### config.mk
export PLATFORM = sky130hd
export DESIGN_NAME = evt_accum
export DESIGN_NICKNAME = d
export VERILOG_FILES = /design/src/rtl/evt_accum_pkg.sv /design/src/rtl/evt_accum_sync.sv /design/src/rtl/evt_accum_tbase.sv /design/src/rtl/evt_accum_fsm.sv /design/src/rtl/evt_accum.sv
export SDC_FILE = /design/constraint.sdc
export NUM_CORES = 1
export LEC_CHECK = 0
export ABC_CLOCK_PERIOD_IN_PS = 3800
export BUFFER_PORTS_ARGS = -buffer_cell sky130_fd_sc_hd__buf_2
export CELL_PAD_IN_SITES_DETAIL_PLACEMENT = 1
export CELL_PAD_IN_SITES_GLOBAL_PLACEMENT = 2
export CORE_ASPECT_RATIO = 0.7
export CORE_UTILIZATION = 38
export CTS_CLUSTER_SIZE = 25
export DETAILED_ROUTE_END_ITERATION = 7
export PLACE_DENSITY = 0.8
export SLEW_MARGIN = 15
export SYNTH_ARGS = -nofsm -noshare
export SYNTH_HDL_FRONTEND = slang
export SYNTH_SLANG_ARGS = --single-unit
### constraint.sdc
create_clock -name clk -period 3.8 [get_ports clk]
set_input_delay 0.76 -clock clk [delete_from_list [all_inputs] [get_ports clk]]
set_output_delay 0.76 -clock clk [all_outputs]
set_load 0.01 [all_outputs]
### src/rtl/evt_accum_pkg.sv
package evt_accum_pkg;
    localparam int DATA_W = 8;

    localparam logic [1:0] ADDR_CTRL = 2'd0;
    localparam logic [1:0] ADDR_CNT  = 2'd1;
    localparam logic [1:0] ADDR_FLG  = 2'd2;
    localparam logic [1:0] ADDR_IEN  = 2'd3;

    localparam int CTL_EN   = 0;
    localparam int CTL_MODE = 1;
    localparam int CTL_POL  = 2;

    localparam int FLG_WRAP = 0;
    localparam int FLG_EDGE = 1;

    typedef enum logic [1:0] {
        ST_OFF   = 2'd0,
        ST_EVENT = 2'd1,
        ST_GATED = 2'd2
    } acc_state_t;
endpackage

### src/rtl/evt_accum_sync.sv
module evt_accum_sync #(
    parameter int STAGES = 2
) (
    input  logic clk,
    input  logic rst_n,
    input  logic d_async,
    output logic lvl,
    output logic rise,
    output logic fall
);
    logic [STAGES-1:0] chain_q;
    logic              prev_q;

    generate
        for (genvar i = 0; i < STAGES; i++) begin : g_stage
            always_ff @(posedge clk or negedge rst_n) begin
                if (!rst_n) begin
                    chain_q[i] <= 1'b0;
                end else begin
                    if (i == 0) chain_q[i] <= d_async;
                    else        chain_q[i] <= chain_q[(i == 0) ? 0 : i-1];
                end
            end
        end
    endgenerate

    always_ff @(posedge clk or negedge rst_n) begin
        if (!rst_n) prev_q <= 1'b0;
        else        prev_q <= chain_q[STAGES-1];
    end

    assign lvl  = chain_q[STAGES-1];
    assign rise = chain_q[STAGES-1] & ~prev_q;
    assign fall = ~chain_q[STAGES-1] & prev_q;
endmodule

### src/rtl/evt_accum_tbase.sv
module evt_accum_tbase #(
    parameter int DIV = 64
) (
    input  logic clk,
    input  logic rst_n,
    output logic tick
);
    localparam int DW = (DIV > 1) ? $clog2(DIV) : 1;
    localparam logic [DW-1:0] LAST = DW'(DIV - 1);

    logic [DW-1:0] div_q;

    always_ff @(posedge clk or negedge rst_n) begin
        if (!rst_n)            div_q <= '0;
        else if (div_q == LAST) div_q <= '0;
        else                    div_q <= div_q + 1'b1;
    end

    assign tick = (div_q == LAST);
endmodule

### src/rtl/evt_accum_fsm.sv
module evt_accum_fsm
    import evt_accum_pkg::*;
(
    input  logic clk,
    input  logic rst_n,
    input  logic en,
    input  logic mode,
    input  logic pol,
    input  logic lvl,
    input  logic rise,
    input  logic fall,
    input  logic tick,
    output logic inc,
    output logic edge_hit,
    output logic active
);
    acc_state_t state_q, state_d;
    logic       sel_edge;

    assign sel_edge = pol ? fall : rise;

    always_ff @(posedge clk or negedge rst_n) begin
        if (!rst_n) state_q <= ST_OFF;
        else        state_q <= state_d;
    end

    always_comb begin
        // transitions: DISABLE, ARM_EVENT, ARM_GATED
        if (!en)       state_d = ST_OFF;
        else if (mode) state_d = ST_GATED;
        else           state_d = ST_EVENT;

        inc      = 1'b0;
        edge_hit = 1'b0;
        active   = 1'b0;
        unique case (state_q)
            ST_OFF: begin
                active = 1'b0;
            end
            ST_EVENT: begin
                active   = 1'b1;
                inc      = sel_edge;
                edge_hit = sel_edge;
            end
            ST_GATED: begin
                active   = 1'b1;
                inc      = tick & (lvl != pol);
                edge_hit = sel_edge;
            end
            default: begin
                active = 1'b0;
            end
        endcase
    end
endmodule

### src/rtl/evt_accum.sv
module evt_accum
    import evt_accum_pkg::*;
#(
    parameter int CNT_W    = DATA_W,
    parameter int TICK_DIV = 64,
    parameter int SYNC_N   = 2
) (
    input  logic              clk,
    input  logic              rst_n,
    input  logic              pin_in,
    input  logic              bus_we,
    input  logic [1:0]        bus_addr,
    input  logic [DATA_W-1:0] bus_wdata,
    output logic [DATA_W-1:0] bus_rdata,
    output logic              irq
);
    localparam logic [CNT_W-1:0] CNT_MAX = {CNT_W{1'b1}};

    logic [2:0]       ctrl_q;
    logic [CNT_W-1:0] count_q;
    logic [1:0]       flag_q;
    logic [1:0]       ien_q;

    logic lvl, rise, fall, tick;
    logic inc, edge_hit, active;
    logic wr_ctrl, wr_cnt, wr_flg, wr_ien;
    logic wrap_set;
    logic [1:0] flag_set, flag_clr;

    evt_accum_sync #(.STAGES(SYNC_N)) u_sync (
        .clk(clk), .rst_n(rst_n), .d_async(pin_in),
        .lvl(lvl), .rise(rise), .fall(fall)
    );

    evt_accum_tbase #(.DIV(TICK_DIV)) u_tbase (
        .clk(clk), .rst_n(rst_n), .tick(tick)
    );

    evt_accum_fsm u_fsm (
        .clk(clk), .rst_n(rst_n),
        .en(ctrl_q[CTL_EN]), .mode(ctrl_q[CTL_MODE]), .pol(ctrl_q[CTL_POL]),
        .lvl(lvl), .rise(rise), .fall(fall), .tick(tick),
        .inc(inc), .edge_hit(edge_hit), .active(active)
    );

    assign wr_ctrl = bus_we && (bus_addr == ADDR_CTRL);
    assign wr_cnt  = bus_we && (bus_addr == ADDR_CNT);
    assign wr_flg  = bus_we && (bus_addr == ADDR_FLG);
    assign wr_ien  = bus_we && (bus_addr == ADDR_IEN);

    assign wrap_set = inc && !wr_cnt && (count_q == CNT_MAX);
    assign flag_set = {edge_hit, wrap_set};
    assign flag_clr = wr_flg ? bus_wdata[1:0] : 2'b00;

    always_ff @(posedge clk or negedge rst_n) begin
        if (!rst_n) begin
            ctrl_q <= '0;
            flag_q <= '0;
            ien_q  <= '0;
        end else begin
            if (wr_ctrl) ctrl_q <= bus_wdata[2:0];
            if (wr_ien)  ien_q  <= bus_wdata[1:0];
            flag_q <= (flag_q & ~flag_clr) | flag_set;
        end
    end

    // count register deliberately has no reset
    always_ff @(posedge clk) begin
        if (wr_cnt)   count_q <= bus_wdata[CNT_W-1:0];
        else if (inc) count_q <= count_q + 1'b1;
    end

    always_comb begin
        bus_rdata = '0;
        unique case (bus_addr)
            ADDR_CTRL: bus_rdata = {{(DATA_W-3){1'b0}}, ctrl_q};
            ADDR_CNT:  bus_rdata = DATA_W'(count_q);
            ADDR_FLG:  bus_rdata = {{(DATA_W-2){1'b0}}, flag_q};
            ADDR_IEN:  bus_rdata = {{(DATA_W-2){1'b0}}, ien_q};
            default:   bus_rdata = '0;
        endcase
    end

    assign irq = |(flag_q & ien_q);
endmodule

==> run_results.csv <==
group,metric,value,unit
sta,drv_slew,0,
critical_path,cpMostUsedCell,"buf_2",
sta,worstMarginPinSlew,408,ps
route,via_per_inst,5.01,
pwr,peakVddDrop,283,uV
global_route,grt_max_degree,19,
pwr,swShare,26.6,%
pwr,internal_power,462,uW
finish,stdcell_count,188,
pwr,clockPowerShare,29.2,%
critical_path,crit_path_start_kind,"input pin",
placement,dp_hpwl,2270,um
sta,rsz0062_at_grt,"false",
synth,netlist_top_cells_count,"18 x dfrtp_1, 11 x nor2_1, 9 x nand2_1, 8 x a21oi_1, 8 x edfxtp_1",
sta,slew_headroom,72.8,%
pwr,power.density,412,nW/um2
finish,nFillCells,386,
sta,finalSetupViolCount,0,
floorplan,start_util,40.9,%
placement,gp_congestion,0.819,
floorplan,rows,17,
route,ant_nets,0,
placement,place_area,1470,um2
finish,diodes,0,
route,wirelength,2880,um
synth,synth_enable_flop_cells,8,
sta,final.setup.tns,0,ps
clock_network,clock_latency,280,ps
synth,yosys_register_bits,26,
pwr,combPwrFrac,16.7,%
sta,hold_viol,0,
run,cap_viol_max_count,0,
run_status,status,"completed",
synth,yosysTopAreaCell,"dfrtp_1",
clock_network,path_clk_slew,90,ps
sta,skew,6.35,ps
clock_network,root_buffer,"clkbuf_8",
synth,syn-cell-area,1320,um2
synth,yosysWarnings,0,
route,via_count,941,
synth,syn_nets,135,
sta,fmax,416,MHz
finish,final-seq-area,691,um2
sta,fin_crit_sh,63.3,%
floorplan,die_w,72.5,um
synth,synth_area_leaders,"dfrtp_1 34%, edfxtp_1 18%, ha_1 3.8%, mux4_2 3.4%, xnor2_1 3.3%",
clock_network,cts_htree_levels,1,
worst_hold_path,min_path_type,"reg2reg",
route,dr.pass1.iters,4,
critical_path,path_class,"in2out",
pwr,p_seq_share,54.1,%
critical_path,required,3040,ps
clock_network,cts_hold_buf,0,
global_route,antenna_found_initial,0,
finish,final_area,1530,um2
critical_path,arrival,1640,ps
placement,io_buffer_count,22,
placement,place_ws,1410,ps
synth,async_reset_ff_share,69.2,%
finish,nets,160,
synth,ys_seq_area_share,52.2,%
global_route,grt-ovfl-total,0,
floorplan,coreArea,3230,um2
pwr,p_sw,167,uW
critical_path,critPathMaxFanout,7,
floorplan,fp.dieH,51.4,um
sta,setup_slack,1400,ps
global_route,grt_pass1_vias,920,
floorplan,ios,23,
synth,synth_cells,117,
clock_network,cts.sinks,26,
clock_network,cts_tree,"done",
clock_network,cts_setup_buffers,0,
clock_network,cts_resized,0,
finish,synthToLayoutAreaGrowth,15.5,%
floorplan,dieArea,3730,um2
route,drt_iter0_drc,13,
synth,synth_most_common_cell,"dfrtp_1",
synth,ys.flop_type,"dfrtp_1",
critical_path,slowest_delay,530,ps
synth,yosysUniqueCellTypes,32,
route,drcViolationCount,0,
global_route,grt_pass1_wl,4790,um
critical_path,path_cells,"buf_2, mux4_2, buf_2",
global_route,grt_usage,18.0,%
critical_path,cp_slowest_cell,"mux4_2",
clock_network,cts.path.max_buffers,2,
finish,multi_input_area,592,um2
finish,drive_above_1_share,27.0,%
pwr,p_leak,0.000687,uW
route,wire_per_inst,15.3,um
sta,min_period,2400,ps
placement,place_inst,184,
synth,synth_area_per_cell,11.3,um2
critical_path,critPathCaptureType,"primary output",
clock_network,cts_inserted_buffers,3,
synth,synth_top_area_share,34.0,%
## worst max-delay path: cells and delay by family
family   cells  cell delay (ps)
mux          1              530
buf+inv      2              360
## worst paths after layout
check	startpoint	end	slack, ps	cells past startpoint
max in group asynchronous	rst_n	u_tbase.div_q[0]	3110	1
min reg2reg	u_sync.chain_q[0]	u_sync.lvl	360	0
min	u_sync.chain_q[0]	u_sync.lvl	360	0
min in group asynchronous	rst_n	ien_q[0]	400	1
max	bus_addr[0]	bus_rdata[1]	1400	3
max reg2reg	u_fsm.state_q[0]	count_q[1]	2030	6
## power groups by stage
stage                     combinational, uW  clock, uW  sequential, uW
after floorplan                        72.0          0             336
after global placement                 99.9          0             345
after detailed placement                106          0             346
after CTS                               107        189             341
after global routing                    118        196             345
final                                   105        183             341
## sequential cells by signal, summed over array words and instances (netlist names)
signal	cells
u_fsm.state_q	2
u_sync.lvl	1
ctrl_q	3
u_sync.chain_q	1
count_q	8
u_sync.prev_q	1
u_tbase.div_q	6
ien_q	2
flag_q	2
## layout by cell type, fill, tap and decap left out, types with 2 or more instances in the layout
master / n
nor2_1: 11
o21ai_0: 5
xor2_1: 5
ha_1: 4
clkbuf_8: 4
inv_1: 6
and3_1: 4
edfxtp_1: 8
nand2_1: 9
buf_2: 22
and2_1: 6
mux4_2: 2
mux2_2: 3
nand3_1: 6
xnor2_1: 5
dfrtp_1: 18
a21oi_1: 8
## through the flow
stage / util [%] / hold WS, ps / total power, uW
2_1_floorplan: - / 331 / 408
3_3_place_gp: 45.6 / 339 / 445
3_5_place_dp: 45.6 / 339 / 453
4_1_cts: 47.3 / 361 / 637
5_1_grt: 47.3 / 379 / 658
6_report: 47.3 / 358 / 629
## layer usage
layer | global-route usage [%] | share of wire (%) | vias up
li1 | - | - | 455
met1 | 27.5 | 56 | 460
met2 | 25.2 | 39 | 21
met3 | 4.73 | 4.5 | 5
met4 | 3.92 | 0.62 | 0
met5 | 0 | 0 | -
## cells by family (layout without fill, tap and decap cells)
| family | after synthesis | count (layout) | synth area share [%] |
|---|---|---|---|
| simple gates | 43 | 43 | 17.5 |
| flops | 26 | 26 | 52.2 |
| compound gates | 20 | 20 | 10.1 |
| xor+xnor | 10 | 10 | 6.62 |
| buf+inv | 8 | 32 | 3.12 |
| mux | 6 | 6 | 6.71 |
| fa+ha+maj | 4 | 4 | 3.78 |
## area by class of cell
cell class / count / area share (%)
sequential: 26 / 45.2
multi-input combinational: 83 / 38.7
timing repair buffer: 22 / 7.20
tap: 47 / 3.85
clock buffer: 4 / 3.60
inverter: 6 / 1.47
No activity file was read; power rests on OpenSTA's default activity.
